===== src/rtl/dbg_nmi_pkg.sv =====
package dbg_nmi_pkg;
  localparam int NSRC     = 3;
  localparam int SRC_PROG = 0;
  localparam int SRC_BUS  = 1;
  localparam int SRC_EXT  = 2;
  localparam logic [31:0] DEF_VEC = 32'hFFFC0010;
  typedef logic [NSRC-1:0] src_vec_t;
endpackage


===== src/rtl/dbg_pin_fall.sv =====
module dbg_pin_fall #(
  parameter int STAGES = 2
) (
  input  logic clk,
  input  logic rst_n,
  input  logic pin_n,
  output logic fall
);
  logic [STAGES-1:0] chain;
  logic              last;

  genvar g;
  generate
    for (g = 0; g < STAGES; g++) begin : g_stage
      always_ff @(posedge clk or negedge rst_n) begin
        if (!rst_n) chain[g] <= 1'b1;
        else if (g == 0) chain[g] <= pin_n;
        else chain[g] <= chain[(g == 0) ? 0 : g-1];
      end
    end
  endgenerate

  always_ff @(posedge clk or negedge rst_n) begin
    if (!rst_n) last <= 1'b1;
    else last <= chain[STAGES-1];
  end

  assign fall = last & ~chain[STAGES-1];
endmodule


===== src/rtl/dbg_status_bank.sv =====
module dbg_status_bank
  import dbg_nmi_pkg::*;
(
  input  logic     clk,
  input  logic     rst_n,
  input  src_vec_t set_i,
  input  src_vec_t clr_i,
  output src_vec_t st_o
);
  genvar g;
  generate
    for (g = 0; g < NSRC; g++) begin : g_bit
      always_ff @(posedge clk or negedge rst_n) begin
        if (!rst_n) st_o[g] <= 1'b0;
        else if (set_i[g]) st_o[g] <= 1'b1;
        else if (clr_i[g]) st_o[g] <= 1'b0;
      end
    end
  endgenerate
endmodule


===== src/rtl/dbg_vec_sel.sv =====
module dbg_vec_sel #(
  parameter int          AW      = 32,
  parameter logic [AW-1:0] VEC_ADDR = '0
) (
  input  logic          hvec_dis,
  output logic [AW-1:0] vec_addr,
  output logic          vec_ext
);
  always_comb begin
    vec_ext  = hvec_dis;
    vec_addr = hvec_dis ? '0 : VEC_ADDR;
  end
endmodule


===== src/rtl/dbg_nmi_gate.sv =====
module dbg_nmi_gate
  import dbg_nmi_pkg::*;
#(
  parameter logic [31:0] VEC_ADDR = DEF_VEC,
  parameter int          SYNC_STAGES = 2
) (
  input  logic        clk,
  input  logic        rst_n,
  input  logic        mod_en,
  input  logic        prog_en,
  input  logic        bus_en,
  input  logic        hvec_dis,
  input  logic        prog_hit,
  input  logic        bus_hit,
  input  logic        ext_req_n,
  input  logic        wr_en,
  input  logic [2:0]  wr_data,
  output logic [2:0]  status,
  output logic        nmi_req,
  output logic [31:0] vec_addr,
  output logic        vec_ext
);
  logic     ext_fall;
  src_vec_t set_v, clr_v, mask_v, st_v;

  dbg_pin_fall #(.STAGES(SYNC_STAGES)) u_pin (
    .clk(clk), .rst_n(rst_n), .pin_n(ext_req_n), .fall(ext_fall)
  );

  always_comb begin
    set_v           = '0;
    set_v[SRC_PROG] = prog_hit & mod_en;
    set_v[SRC_BUS]  = bus_hit & mod_en;
    set_v[SRC_EXT]  = ext_fall;
    clr_v           = wr_en ? src_vec_t'(wr_data) : '0;
    mask_v           = '0;
    mask_v[SRC_PROG] = prog_en & mod_en;
    mask_v[SRC_BUS]  = bus_en & mod_en;
    mask_v[SRC_EXT]  = 1'b1;
  end

  dbg_status_bank u_bank (
    .clk(clk), .rst_n(rst_n), .set_i(set_v), .clr_i(clr_v), .st_o(st_v)
  );

  assign status  = st_v;
  assign nmi_req = |(st_v & mask_v);

  dbg_vec_sel #(.AW(32), .VEC_ADDR(VEC_ADDR)) u_vec (
    .hvec_dis(hvec_dis), .vec_addr(vec_addr), .vec_ext(vec_ext)
  );
endmodule


===== config.mk =====
export PLATFORM = sky130hd
export DESIGN_NAME = dbg_nmi_gate
export DESIGN_NICKNAME = d
export VERILOG_FILES = /design/src/rtl/dbg_nmi_pkg.sv /design/src/rtl/dbg_pin_fall.sv /design/src/rtl/dbg_status_bank.sv /design/src/rtl/dbg_vec_sel.sv /design/src/rtl/dbg_nmi_gate.sv
export SDC_FILE = /design/constraint.sdc
export NUM_CORES = 1
export LEC_CHECK = 0
export BUFFER_PORTS_ARGS = -buffer_cell sky130_fd_sc_hd__buf_2
export CORE_MARGIN = 5
export CORE_UTILIZATION = 34
export CTS_BUF_LIST = sky130_fd_sc_hd__clkbuf_8
export DETAILED_ROUTE_END_ITERATION = 10
export GPL_TIMING_DRIVEN = 0
export PLACE_DENSITY_LB_ADDON = 0.2
export SYNTH_ARGS = -nofsm -noshare
export SYNTH_HDL_FRONTEND = slang
export SYNTH_SLANG_ARGS = --single-unit
export TNS_END_PERCENT = 5

===== constraint.sdc =====
create_clock -name clk -period 1.1 [get_ports clk]
set_input_delay 0.055 -clock clk [delete_from_list [all_inputs] [get_ports clk]]
set_output_delay 0.055 -clock clk [all_outputs]
set_load 0.02 [all_outputs]

==> results.yml, run 1 <==
yosys:
  yosysSeqAreaShare_pct: 33.5
  synth_area_leaders: "buf_4, dfstp_2, dfrtp_1"
  synth_cell_types: 8
  syn_area_per_cell_um2: 9.37
  yosysTopAreaCellShare_pct: 52.3
  yosys.area.top_type: "buf_4"
  syn-cell-area_um2: 459
  yosys_warnings: 0
  ys_ff_latch: 6
  synth_cells: 49
power:
  seq_power_share_pct: 27.9
  p_int_mw: 0.640
  pwr-share-comb_pct: 36.3
  p_sw_mw: 0.279
  power_per_cell_area_nw_per_um2: 1170
  p_leak_nw: 0.498
  vdd_drop_max_uv: 899
  clock_power_share_pct: 35.8
  swShare_pct: 30.4
floorplanning:
  core_area_um2: 1280
  die_h_um: 46.8
  dieArea_um2: 2190
  fp-row-count: 13
  initial_core_util_pct: 35.7
  io_pins: 50
  chipWidth_um: 46.8
timing:
  setup_ws_ps: -67.9
  fin_setup_tns_ps: -67.9
  rsz0062_at_grt: "yes"
  skew_ps: 3.18
  drv_slew: 0
  finalCriticalPeriod_ps: 1170
  finalSetupViolCount: 1
  worst_hold_slack_ps: 79.0
  clock.fmax_mhz: 856
  timing_hold_violations_final: 0
  period_share_pct: 106
clock_network:
  clock-sinks: 6
  cts_root_buf: "clkbuf_8"
  cts-htree-levels: 1
  clk_pin_slew_ps: 40
  clk_path_buf_depth: 2
  insertion_delay_ps: 220
  cts_buffers: 3
  cts_tree: "yes"
drt:
  drc: 0
  drt_iter0_markers: 1
  wl_per_cell_um: 8.83
  num_vias: 401
  wl_mm: 1.06
  vias_per_cell: 3.34
  dr.pass1.iters: 4
  ant_nets: 0
grt:
  gr-total-overflow: 0
  grt_pass1_vias: 375
  grt_pass1_wl_mm: 1.53
  grt_max_degree: 16
  grt_usage_pct: 10.1
  antenna_found_initial: 0
min_path:
  worst_hold_startpoint: "prog_hit"
  hold_class: "primary input to register"
layout:
  final_common_cell: "buf_4"
  utilization_pct: 61.1
  layout_common_cells: "buf_4, buf_2, conb_1"
  area_growth_pct: 70.8
  antenna_cells: 0
  drive_gt1_share_pct: 68.6
  nFillCells: 126
  finalNetCount: 119
place:
  port_buffers: 32
  place.gp.congestion: 0.743
  pre_cts_slack_ps: 121
  hpwl_um: 891
run_status:
  violations: "negative setup slack"
  status: "finished, violations left"
setup_path:
  path_class: "register to output pin"
  cp.arrival_ps: 1110
  cp-end-kind: "output pin"
  cp.required_ps: 1040
  cp-start-kind: "register"
  startpoint: "u_bank.st_o[1]"
  path_max_fanout: 2
  r2r_start: "u_bank.st_o[1]"
flow_run:
  drv_cap: 0
==> cells in the mapped netlist <==
cell type and count:
a21o_1 1, inv_1 2, conb_1 1, buf_4 32, dfrtp_1 3, a22o_1 4, nand2_1 3, dfstp_2 3
==> logic make-up (layout without fill, tap and decap cells) <==
group,count (synthesis),in the layout,synth area share [%]
AOI/OAI and AO/OA,5,5,9.26
other,1,17,0.817
DFF,6,6,33.5
and+or+nand+nor,3,3,2.45
buffers and inverters,34,74,54.0
==> state kept, by name, summed over array words and instances, names as in the netlist <==
register	cells
u_bank.st_o	3
u_pin.chain	2
u_pin.last	1
==> stage by stage <==
stage / instance area, µm² / std cells / power (mW)
2_1_floorplan: 519 / 65 / 0.484
3_3_place_gp: 698 / 112 / 0.563
3_5_place_dp: 698 / 112 / 0.566
4_1_cts: 777 / 119 / 0.926
5_1_grt: 785 / 120 / 0.982
6_report: 785 / 120 / 0.919
==> final timing paths <==
check	endpoint	slack [ps]	cells after the start
max	nmi_req	-70	3
min	u_bank.st_o[0]	80	2
max reg2reg	u_bank.st_o[1]	150	3
min reg2reg	u_pin.chain[1]	350	0
max in group asynchronous	u_pin.last	700	2
min in group asynchronous	u_bank.st_o[1]	190	2
==> layout make-up <==
cell class                      instances  area (µm²)  share of cell area, %
Tap cell                               15        18.8                   2.39
Clock inverter                          1        3.75                  0.478
Multi-Input combinational cell         25         118                   15.0
Clock buffer                            3        41.3                   5.26
Inverter                                2        7.51                  0.957
Buffer                                 32         240                   30.6
Timing Repair Buffer                   36         201                   25.7
Sequential cell                         6         154                   19.6
==> per-layer routing <==
layer  share of wire [%]  GRT usage [%]  vias to the layer above
met4                   0           4.97                        0
met3                  19           4.60                        0
met1                  29           9.15                      158
met5                   0              0                        -
li1                    -              -                      215
met2                  52           19.0                       28
==> critical path, stage by stage, from the launching register on <==
cell and delay, ps:
dfrtp_1 380, a22o_1 220, a21o_1 170, buf_6 130
==> power groups by stage <==
stage | Sequential (mW) | Combinational [mW] | Clock, mW
6_report | 0.256 | 0.333 | 0.329
5_1_grt | 0.259 | 0.359 | 0.364
4_1_cts | 0.256 | 0.326 | 0.344
3_5_place_dp | 0.260 | 0.306 | 0
3_3_place_gp | 0.258 | 0.304 | 0
2_1_floorplan | 0.273 | 0.211 | 0
==> repair_timing <==
item | 4_1_cts | 5_1_grt
endpoints found under the hold margin | 7 | 0
hold buffers | 2 | 0
setup endpoints to repair | 1 | 1
pin swaps | 2 | 1
gates resized for setup | 2 | 0
buffers inserted | 1 | 1
Power figures use the tool's default switching activity.
==> run 2, diff against run 1 <==
==> constraint.sdc (replaced) <==
create_clock -name clk -period 1.1 [get_ports clk]
set_input_delay 0.055 -clock clk [delete_from_list [all_inputs] [get_ports clk]]
set_output_delay 0.055 -clock clk [all_outputs]
set_load 0.05 [all_outputs]
==> results.yml, run 2 (synthesized netlist as in run 1, its figures left out) <==
run_status:
  status: "finished, violations left"
  violations: "negative setup slack"
drt:
  ant_nets: 0
  dr.pass1.iters: 2
  wl_per_cell_um: 8.78
  drc: 0
  wl_mm: 1.05
  num_vias: 400
  drt_iter0_markers: 1
  vias_per_cell: 3.33
power:
  swShare_pct: 41.7
  p_sw_mw: 0.462
  vdd_drop_max_uv: 955
  p_int_mw: 0.647
  power.total_mw: 1.11
  power_per_cell_area_nw_per_um2: 1400
  seq_power_share_pct: 23.1
  clock_power_share_pct: 29.3
  p_leak_nw: 0.497
  pwr-share-comb_pct: 47.6
setup_path:
  cp.required_ps: 1040
  cp.arrival_ps: 1160
  cp-end-kind: "output pin"
  cp-start-kind: "register"
  path_class: "register to output pin"
  path_max_fanout: 2
  r2r_start: "u_pin.chain[1]"
  r2r_cells: 2
  reg2reg_to: "u_bank.st_o[2]"
  startpoint: "u_bank.st_o[1]"
  r2r_setup_slack_ps: 200
min_path:
  hold_class: "primary input to register"
  hold_depth: 2
  hold_path_end: "u_bank.st_o[1]"
  worst_hold_startpoint: "bus_hit"
floorplanning:
  core_area_um2: 1280
  initial_core_util_pct: 35.7
  fp-row-count: 13
  chipWidth_um: 46.8
  dieArea_um2: 2190
  io_pins: 50
  die_h_um: 46.8
place:
  port_buffers: 32
  hpwl_um: 875
  place_inst: 112
  pre_cts_slack_ps: 47.6
  place.gp.congestion: 0.698
layout:
  area_growth_pct: 72.5
  largest_register: "u_bank.st_o"
  layout.cells.non_filler: 120
  layout_common_cells: "buf_4, buf_2, conb_1"
  antenna_cells: 0
  largest_register_ffs: 3
  drive_gt1_share_pct: 71.4
  nFillCells: 120
  final_common_cell: "buf_4"
  top_regs: "u_bank.st_o x3, u_pin.chain x2, u_pin.last x1"
  utilization_pct: 61.6
  finalNetCount: 119
grt:
  gr-total-overflow: 0
  grt_max_degree: 16
  antenna_found_initial: 0
  grt_pass1_wl_mm: 1.47
  grt_pass1_vias: 344
  grt_usage_pct: 9.45
timing:
  period_share_pct: 111
  clock.fmax_mhz: 820
  skew_ps: 4.34
  setup_ws_ps: -119
  drv_slew: 0
  finalSetupViolCount: 1
  timing_hold_violations_final: 0
  finalCriticalPeriod_ps: 1220
  fin_setup_tns_ps: -119
  rsz0062_at_grt: "yes"
clock_network:
  cts-htree-levels: 1
  clk_path_buf_depth: 2
  cts_tree: "yes"
  clock-sinks: 6
  cts_root_buf: "clkbuf_8"
  insertion_delay_ps: 220
  cts_buffers: 3
  clk_pin_slew_ps: 40
flow_run:
  drv_cap: 0
==> run 2: power by group through the flow <==
| stage | clock, mW | combinational [mW] | sequential, mW |
|---|---|---|---|
| 2_1_floorplan | 0 | 0.371 | 0.304 |
| 3_3_place_gp | 0 | 0.493 | 0.260 |
| 3_5_place_dp | 0 | 0.495 | 0.260 |
| 4_1_cts | 0.338 | 0.526 | 0.256 |
| 5_1_grt | 0.355 | 0.553 | 0.259 |
| 6_report | 0.325 | 0.528 | 0.257 |
==> run 2: stage by stage <==
step | instance area [µm²] | hold slack, ps
floorplan | 523 | -241
global placement | 702 | -125
detailed placement | 702 | -120
CTS | 792 | 80.3
global route | 792 | 95.8
finish | 792 | 83.5
==> run 2: worst max-delay path by stage <==
| stage | end | slack (ps) | cells past startpoint |
|---|---|---|---|
| after floorplan | nmi_req | 4 | 2 |
| after detailed placement | nmi_req | 50 | 3 |
| after global routing | nmi_req | -150 | 3 |
| after CTS | nmi_req | -120 | 3 |
| after global placement | nmi_req | 50 | 3 |
| final | nmi_req | -120 | 3 |
==> run 2: area by class of cell <==
type | count | area [µm²] | share of cell area, %
plain buffers | 32 | 240 | 30.3
repair buffers | 36 | 205 | 25.9
flip-flops and latches | 6 | 156 | 19.7
multi-input cells | 25 | 119 | 15.0
clock buffers | 3 | 41.3 | 5.21
well taps | 15 | 18.8 | 2.37
inverters | 2 | 7.51 | 0.948
clock inverters | 1 | 3.75 | 0.474
==> run 2: layer usage <==
layer / vias to the layer above / global-route usage, % / routed length (µm)
met2: 16 / 17.9 / 640
met1: 169 / 10.1 / 322
li1: 215 / - / -
met3: 0 / 1.15 / 91
met4: 0 / 4.97 / 0
met5: - / 0 / 0
==> run 2: worst max-delay path: stages (launching register included) <==
cell	delay, ps
dfrtp_2	390
a22o_1	210
a21o_2	200
buf_8	150
==> run 2: repair_timing <==
item | 4_1_cts | 5_1_grt
setup endpoints to repair | 1 | 1
pin swaps | 1 | 0
buffers inserted | 2 | 0
hold buffers | 2 | 0
resized for setup | 3 | 0
hold endpoints to repair | 7 | 0
